### config.mk
export PLATFORM = sky130hd
export DESIGN_NAME = pwm_seg_ctrl
export DESIGN_NICKNAME = d
export VERILOG_FILES = /design/src/rtl/pwm_seg_pkg.sv /design/src/rtl/pwm_seg_regs.sv /design/src/rtl/pwm_seg_outpath.sv /design/src/rtl/pwm_seg_ctrl.sv
export SDC_FILE = /design/constraint.sdc
export NUM_CORES = 1
export LEC_CHECK = 0
export CAP_MARGIN = 5
export CELL_PAD_IN_SITES_DETAIL_PLACEMENT = 0
export CELL_PAD_IN_SITES_GLOBAL_PLACEMENT = 1
export CORE_ASPECT_RATIO = 0.5
export CORE_MARGIN = 2
export CORE_UTILIZATION = 50
export DETAILED_ROUTE_END_ITERATION = 7
export DONT_BUFFER_PORTS = 1
export GPL_ROUTABILITY_DRIVEN = 0
export PLACE_DENSITY = 0.91
export SYNTH_ARGS = -nofsm -noshare
export SYNTH_HDL_FRONTEND = slang
export SYNTH_SLANG_ARGS = --single-unit
### constraint.sdc
create_clock -name clk_i -period 2 [get_ports clk_i]
set_input_delay 0.1 -clock clk_i [delete_from_list [all_inputs] [get_ports clk_i]]
set_output_delay 0.1 -clock clk_i [all_outputs]
set_load 0.01 [all_outputs]
### src/rtl/pwm_seg_pkg.sv
`timescale 1ns/1ps
package pwm_seg_pkg;
  localparam int N_PHASE = 3;
  localparam int N_PIN   = 2 * N_PHASE;
  localparam int SEG_W   = N_PIN + N_PHASE;
  localparam int XO_LSB  = N_PIN;

  localparam logic [2:0] ADDR_CTRL   = 3'd0;
  localparam logic [2:0] ADDR_SEG    = 3'd1;
  localparam logic [2:0] ADDR_DUTY_A = 3'd2;

  localparam int CTRL_RUN_BIT = 0;
  localparam int CTRL_CLR_BIT = 1;
endpackage

### src/rtl/pwm_seg_regs.sv
`timescale 1ns/1ps
module pwm_seg_regs
  import pwm_seg_pkg::*;
#(
  parameter int DW = 12
) (
  input  logic                 clk_i,
  input  logic                 rst_ni,
  input  logic                 wr_en_i,
  input  logic [2:0]           wr_addr_i,
  input  logic [DW-1:0]        wr_data_i,
  input  logic                 cycle_start_i,
  input  logic                 trip_ni,
  output logic [SEG_W-1:0]     seg_o,
  output logic [N_PHASE*DW-1:0] duty_o,
  output logic                 run_o,
  output logic                 irq_o
);
  logic [SEG_W-1:0] seg_pend_q, seg_q;
  logic [N_PHASE-1:0][DW-1:0] shadow_q, shadow_d, stage_q, duty_q;
  logic [N_PHASE-1:0] seen_q, seen_d;
  logic stage_vld_q, stage_vld_d;
  logic run_q, irq_q, seg_seen_q, duty_seen_q;
  logic commit, leaving;

  always_comb begin
    shadow_d = shadow_q;
    seen_d   = seen_q;
    for (int k = 0; k < N_PHASE; k++) begin
      if (wr_en_i && wr_addr_i == ADDR_DUTY_A + 3'(k)) begin
        shadow_d[k] = wr_data_i;
        seen_d[k]   = 1'b1;
      end
    end
    commit = &seen_d;
  end

  // phase dropping out of full duty at this boundary
  always_comb begin
    leaving = 1'b0;
    for (int k = 0; k < N_PHASE; k++)
      if (stage_vld_q && (&duty_q[k]) && !(&stage_q[k])) leaving = 1'b1;
  end

  always_comb begin
    if (commit)             stage_vld_d = 1'b1;
    else if (cycle_start_i) stage_vld_d = 1'b0;
    else                    stage_vld_d = stage_vld_q;
  end

  always_ff @(posedge clk_i or negedge rst_ni) begin
    if (!rst_ni) begin
      seg_pend_q  <= '0;
      seg_q       <= '0;
      shadow_q    <= '0;
      stage_q     <= '0;
      duty_q      <= '0;
      seen_q      <= '0;
      stage_vld_q <= 1'b0;
      run_q       <= 1'b0;
      irq_q       <= 1'b0;
      seg_seen_q  <= 1'b1;
      duty_seen_q <= 1'b1;
    end else if (!trip_ni) begin
      seg_pend_q  <= '0;
      seg_q       <= '0;
      shadow_q    <= '0;
      stage_q     <= '0;
      duty_q      <= '0;
      seen_q      <= '0;
      stage_vld_q <= 1'b0;
      run_q       <= 1'b0;
      irq_q       <= 1'b1;
      seg_seen_q  <= 1'b0;
      duty_seen_q <= 1'b0;
    end else begin
      shadow_q    <= shadow_d;
      seen_q      <= commit ? '0 : seen_d;
      stage_vld_q <= stage_vld_d;
      if (commit) begin
        stage_q     <= shadow_d;
        duty_seen_q <= 1'b1;
      end
      if (cycle_start_i && stage_vld_q) duty_q <= stage_q;
      if (cycle_start_i && !leaving)    seg_q  <= seg_pend_q;
      if (wr_en_i && wr_addr_i == ADDR_SEG) begin
        seg_pend_q <= wr_data_i[SEG_W-1:0];
        seg_seen_q <= 1'b1;
      end
      if (wr_en_i && wr_addr_i == ADDR_CTRL) begin
        if (wr_data_i[CTRL_CLR_BIT]) irq_q <= 1'b0;
        run_q <= wr_data_i[CTRL_RUN_BIT] & seg_seen_q & duty_seen_q;
      end
    end
  end

  assign seg_o  = seg_q;
  assign duty_o = duty_q;
  assign run_o  = run_q;
  assign irq_o  = irq_q;

  assert_seg_staged_R4: assert property (@(posedge clk_i) disable iff (!rst_ni)
    (!cycle_start_i && trip_ni) |=> $stable(seg_q));
  assert_duty_staged_R5: assert property (@(posedge clk_i) disable iff (!rst_ni)
    (!(cycle_start_i && stage_vld_q) && trip_ni) |=> $stable(duty_q));
  assert_trip_flags_R7: assert property (@(posedge clk_i) disable iff (!rst_ni)
    !trip_ni |=> (irq_q && !run_q && seg_q == '0));
  assert_full_hold_R10: assert property (@(posedge clk_i) disable iff (!rst_ni)
    (cycle_start_i && trip_ni && leaving) |=> $stable(seg_q));
  assert_rearm_R8: assert property (@(posedge clk_i) disable iff (!rst_ni)
    (!seg_seen_q && !run_q && trip_ni) |=> !run_q);
endmodule

### src/rtl/pwm_seg_outpath.sv
`timescale 1ns/1ps
module pwm_seg_outpath
  import pwm_seg_pkg::*;
(
  input  logic [N_PIN-1:0] raw_i,
  input  logic [SEG_W-1:0] seg_i,
  input  logic             run_i,
  input  logic             trip_ni,
  input  logic             pol_i,
  output logic [N_PIN-1:0] pwm_o
);
  logic gate_on;
  assign gate_on = run_i & trip_ni;

  // phase p: high pin 2p, low pin 2p+1 (p=0 is C, p=2 is A)
  for (genvar p = 0; p < N_PHASE; p++) begin : g_phase
    localparam int HI = 2 * p;
    localparam int LO = 2 * p + 1;
    logic swap, hi_act, lo_act;
    assign swap   = seg_i[XO_LSB + p];
    assign hi_act = (swap ? raw_i[LO] : raw_i[HI]) & ~seg_i[HI] & gate_on;
    assign lo_act = (swap ? raw_i[HI] : raw_i[LO]) & ~seg_i[LO] & gate_on;
    assign pwm_o[HI] = pol_i ? hi_act : ~hi_act;
    assign pwm_o[LO] = pol_i ? lo_act : ~lo_act;
  end
endmodule

### src/rtl/pwm_seg_ctrl.sv
`timescale 1ns/1ps
module pwm_seg_ctrl
  import pwm_seg_pkg::*;
#(
  parameter int DW = 12
) (
  input  logic               clk_i,
  input  logic               rst_ni,
  input  logic               wr_en_i,
  input  logic [2:0]         wr_addr_i,
  input  logic [DW-1:0]      wr_data_i,
  input  logic               cycle_start_i,
  input  logic [5:0]         raw_i,
  input  logic               pol_i,
  input  logic               trip_ni,
  output logic [5:0]         pwm_o,
  output logic [3*DW-1:0]    duty_o,
  output logic               irq_o,
  output logic [2:0]         status_o
);
  logic [SEG_W-1:0] seg;
  logic             run;

  pwm_seg_regs #(.DW(DW)) u_regs (
    .clk_i         (clk_i),
    .rst_ni        (rst_ni),
    .wr_en_i       (wr_en_i),
    .wr_addr_i     (wr_addr_i),
    .wr_data_i     (wr_data_i),
    .cycle_start_i (cycle_start_i),
    .trip_ni       (trip_ni),
    .seg_o         (seg),
    .duty_o        (duty_o),
    .run_o         (run),
    .irq_o         (irq_o)
  );

  pwm_seg_outpath u_out (
    .raw_i   (raw_i),
    .seg_i   (seg),
    .run_i   (run),
    .trip_ni (trip_ni),
    .pol_i   (pol_i),
    .pwm_o   (pwm_o)
  );

  assign status_o = {pol_i, irq_o, trip_ni};

  assert_trip_blank_R7: assert property (@(posedge clk_i) disable iff (!rst_ni)
    !trip_ni |-> pwm_o == {6{~pol_i}});
  assert_idle_level_R6: assert property (@(posedge clk_i) disable iff (!rst_ni)
    (raw_i == 6'b0) |-> pwm_o == {6{~pol_i}});
endmodule

==> results.py <==
metrics = {
    "sta": {
        "worstMarginPinSlew_ns": 0.725,
        "max_freq_mhz": 544,
        "skew_ns": 0.00906,
        "post-route-period-util": 0.920,
        "slew_headroom": 0.515,
        "finalSetupViolCount": 0,
        "final_max_slew_viol_count": 0,
        "grt_setup_unrepaired": "no",
        "hold_violations": 134,
        "holdWs_ns": -0.622,
        "post-route-min-period_ns": 1.84,
    },
    "worst_setup_path": {
        "crit_path_start_kind": "register",
        "timing.rr.end": "u_regs.seg_o[0]",
        "cp.arrival_ns": 2.18,
        "rrSetupSlack_ns": 0.16,
        "cp_max_fo": 9,
        "cp-end-kind": "register",
        "timing.rr.start": "u_regs.stage_q[18]",
        "r2r_cells": 5,
        "critPathKind": "reg2reg",
        "cp.required_ns": 2.34,
    },
    "layout": {
        "diodes": 0,
        "drive_above_1_share": 0.148,
        "final_nets": 641,
        "area_growth_syn_to_layout_pct": 17.1,
        "stdcell_area_sq_mm": 0.00714,
    },
    "global_routing": {
        "antenna_found_initial": 0,
        "grt_pass1_vias": 4315,
        "grt_pass1_wl_um": 22600,
        "grt_max_degree": 135,
        "grt_util_all_layers": 0.226,
        "globalRouteOverflowTotal": 0,
    },
    "place": {
        "io_buffers": 0,
        "place_area_sq_mm": 0.00624,
        "place_hpwl_um": 8660,
    },
    "route": {
        "ant_nets": 0,
        "vias": 4271,
        "wl_um": 14200,
        "drtIter0Drc": 324,
        "first_pass_iters": 4,
        "wl_per_cell_um": 17.9,
        "drc": 0,
        "vias_per_cell": 5.39,
    },
    "yosys": {
        "ys_seq_area_frac": 0.550,
        "synth_flop_cell": "dfrtp_1",
        "yosysTopAreaCellShare": 0.542,
        "syn_nets": 621,
        "syn_avg_cell_area_sq_um": 10.3,
        "synth_area_leaders": "dfrtp_1, nand2_1, a21boi_0, mux2_2, and2_1",
        "yosys.area.top_type": "dfrtp_1",
        "netlist_area_sq_mm": 0.00610,
        "synth_edf_count": 0,
        "yosysMostFrequentCell": "nand2_1",
        "ys_seq_elements": 134,
        "synth_async_sr_flop_share": 1.00,
        "ys_types": 35,
        "ys_warn_count": 0,
        "synth_cells": 594,
        "synth.cells.most_frequent": "nand2_1, dfrtp_1, a21boi_0",
    },
    "clock_network": {
        "cts_buffers": 17,
        "clkSlewWorstSetupHoldPaths_ns": 0.06,
        "htree_levels": 4,
        "cts_tree": "built",
        "clk_latency_ns": 0.42,
        "cts_buffer_depth": 2,
        "cts_root_buf": "clkbuf_16",
        "cts_sinks": 134,
        "postCtsHoldBufs": 24,
    },
    "power_and_ir_drop": {
        "power_density_mw_per_mm2": 856,
        "pwr-share-comb": 0.033,
        "p_leak_nw": 3.13,
        "intPower_w": 0.00479,
        "p_sw_frac": 0.217,
        "switchingPower_w": 0.00133,
        "power.share.clock": 0.518,
        "p_seq_frac": 0.449,
        "ir_drop_uv": 682,
    },
    "floorplanning": {
        "die_w_um": 160,
        "core_area_sq_mm": 0.0118,
        "chipHeight_um": 82.1,
        "io_pins": 73,
        "rows": 28,
        "dieArea_sq_mm": 0.0131,
        "initial_core_util": 0.515,
    },
    "outcome": {
        "status": "finished with violations",
        "violations": "hold timing",
    },
    "run": {
        "cap_viol_max_count": 0,
    },
    "hold_path": {
        "hold_class": "in2async",
    },
}
==> worst max-delay path: stages (launching register included) <==
cell     delay [ns]
dfrtp_1        0.37
nand4_1        0.12
nor3_1         0.24
nor4_2         0.11
o32ai_4        0.65
mux2i_1        0.26
==> worst max-delay path by stage <==
stage	cells past startpoint	start	slack, ns	endpoint
global route	5	u_regs.stage_q[18]	0.03	u_regs.seg_o[0]
finish	5	u_regs.stage_q[18]	0.16	u_regs.seg_o[0]
CTS	4	u_regs.duty_o[19]	0.009	u_regs.seg_o[0]
detailed placement	5	u_regs.stage_q[32]	-0.17	u_regs.seg_o[5]
global placement	5	u_regs.stage_q[29]	-0.09	u_regs.seg_o[1]
floorplan	8	wr_addr_i[0]	0.42	u_regs.stage_q[0]
==> routing by layer <==
metal	wire, um	track usage	vias to the layer above
met5	0	0	-
met4	226	0.0955	0
met3	688	0.0540	19
met2	6610	0.365	95
met1	6690	0.300	2126
li1	-	-	2031
==> registers in the layout (all words and copies together), names as in the netlist <==
register	count
u_regs.duty_o	36
u_regs.duty_seen_q	1
u_regs.irq_o	1
u_regs.run_o	1
u_regs.seen_q	3
u_regs.seg_o	9
u_regs.seg_pend_q	9
u_regs.seg_seen_q	1
u_regs.shadow_q	36
u_regs.stage_q	36
u_regs.stage_vld_q	1
==> cells in the final DEF (no fill, tap or decap), types with 9 or more instances in the layout <==
cell type        n
a21boi_0        82
dlygate4sd3_1   23
dfrtp_1        132
and2_1          38
mux2_2          29
nand2_1        188
mux2i_1         15
clkbuf_16       17
buf_4           17
nand4_1         19
nor3_1           9
==> power by group through the flow <==
stage	Sequential, W	Clock, W	Combinational [W]
after CTS	0.00275	0.00321	0.000198
after global routing	0.00275	0.00336	0.000215
after floorplan	0.00279	0	0.000128
final	0.00275	0.00317	0.000200
after global placement	0.00279	0	0.000107
after detailed placement	0.00280	0	0.000109
==> cells by family (layout without fill, tap and decap cells) <==
logic type             count (synthesis)  in the layout  share of synthesized area
AND/OR/NAND/NOR                      270            270                      0.199
flip-flops                           134            134                      0.550
AO/OA/AOI/OAI                         90             91                      0.113
multiplexers                          51             51                     0.0954
buffers and inverters                 43             75                     0.0334
XOR/XNOR                               6              6                    0.00862
==> timing repair <==
action                                 in CTS  in global routing
pin swaps                                   0                  1
gates cloned                                0                  1
buffers inserted                            0                  0
endpoints found under the hold margin     268                134
resized for setup                           1                  2
setup endpoints to repair                   9                 39
==> through the flow <==
step	total power [W]	std cells	TNS [ns]	utilization	worst slack (ns)
detailed placement	0.00290	735	-1.47	0.527	-0.175
global route	0.00632	792	0	0.603	0.0294
floorplan	0.00292	594	0	-	0.420
CTS	0.00616	791	0	0.601	0.00902
finish	0.00612	792	0	0.603	0.160
global placement	0.00290	735	-0.774	0.527	-0.0903
==> layout make-up <==
type / count / area [sq um]
clock buffer: 17 / 425
clock inverter: 15 / 179
fill: 988 / 4700
inverter: 2 / 7.51
multi-input combinational: 418 / 2580
sequential: 134 / 3360
tap: 165 / 206
timing repair buffer: 41 / 385
(Power assumes the default switching activity.)
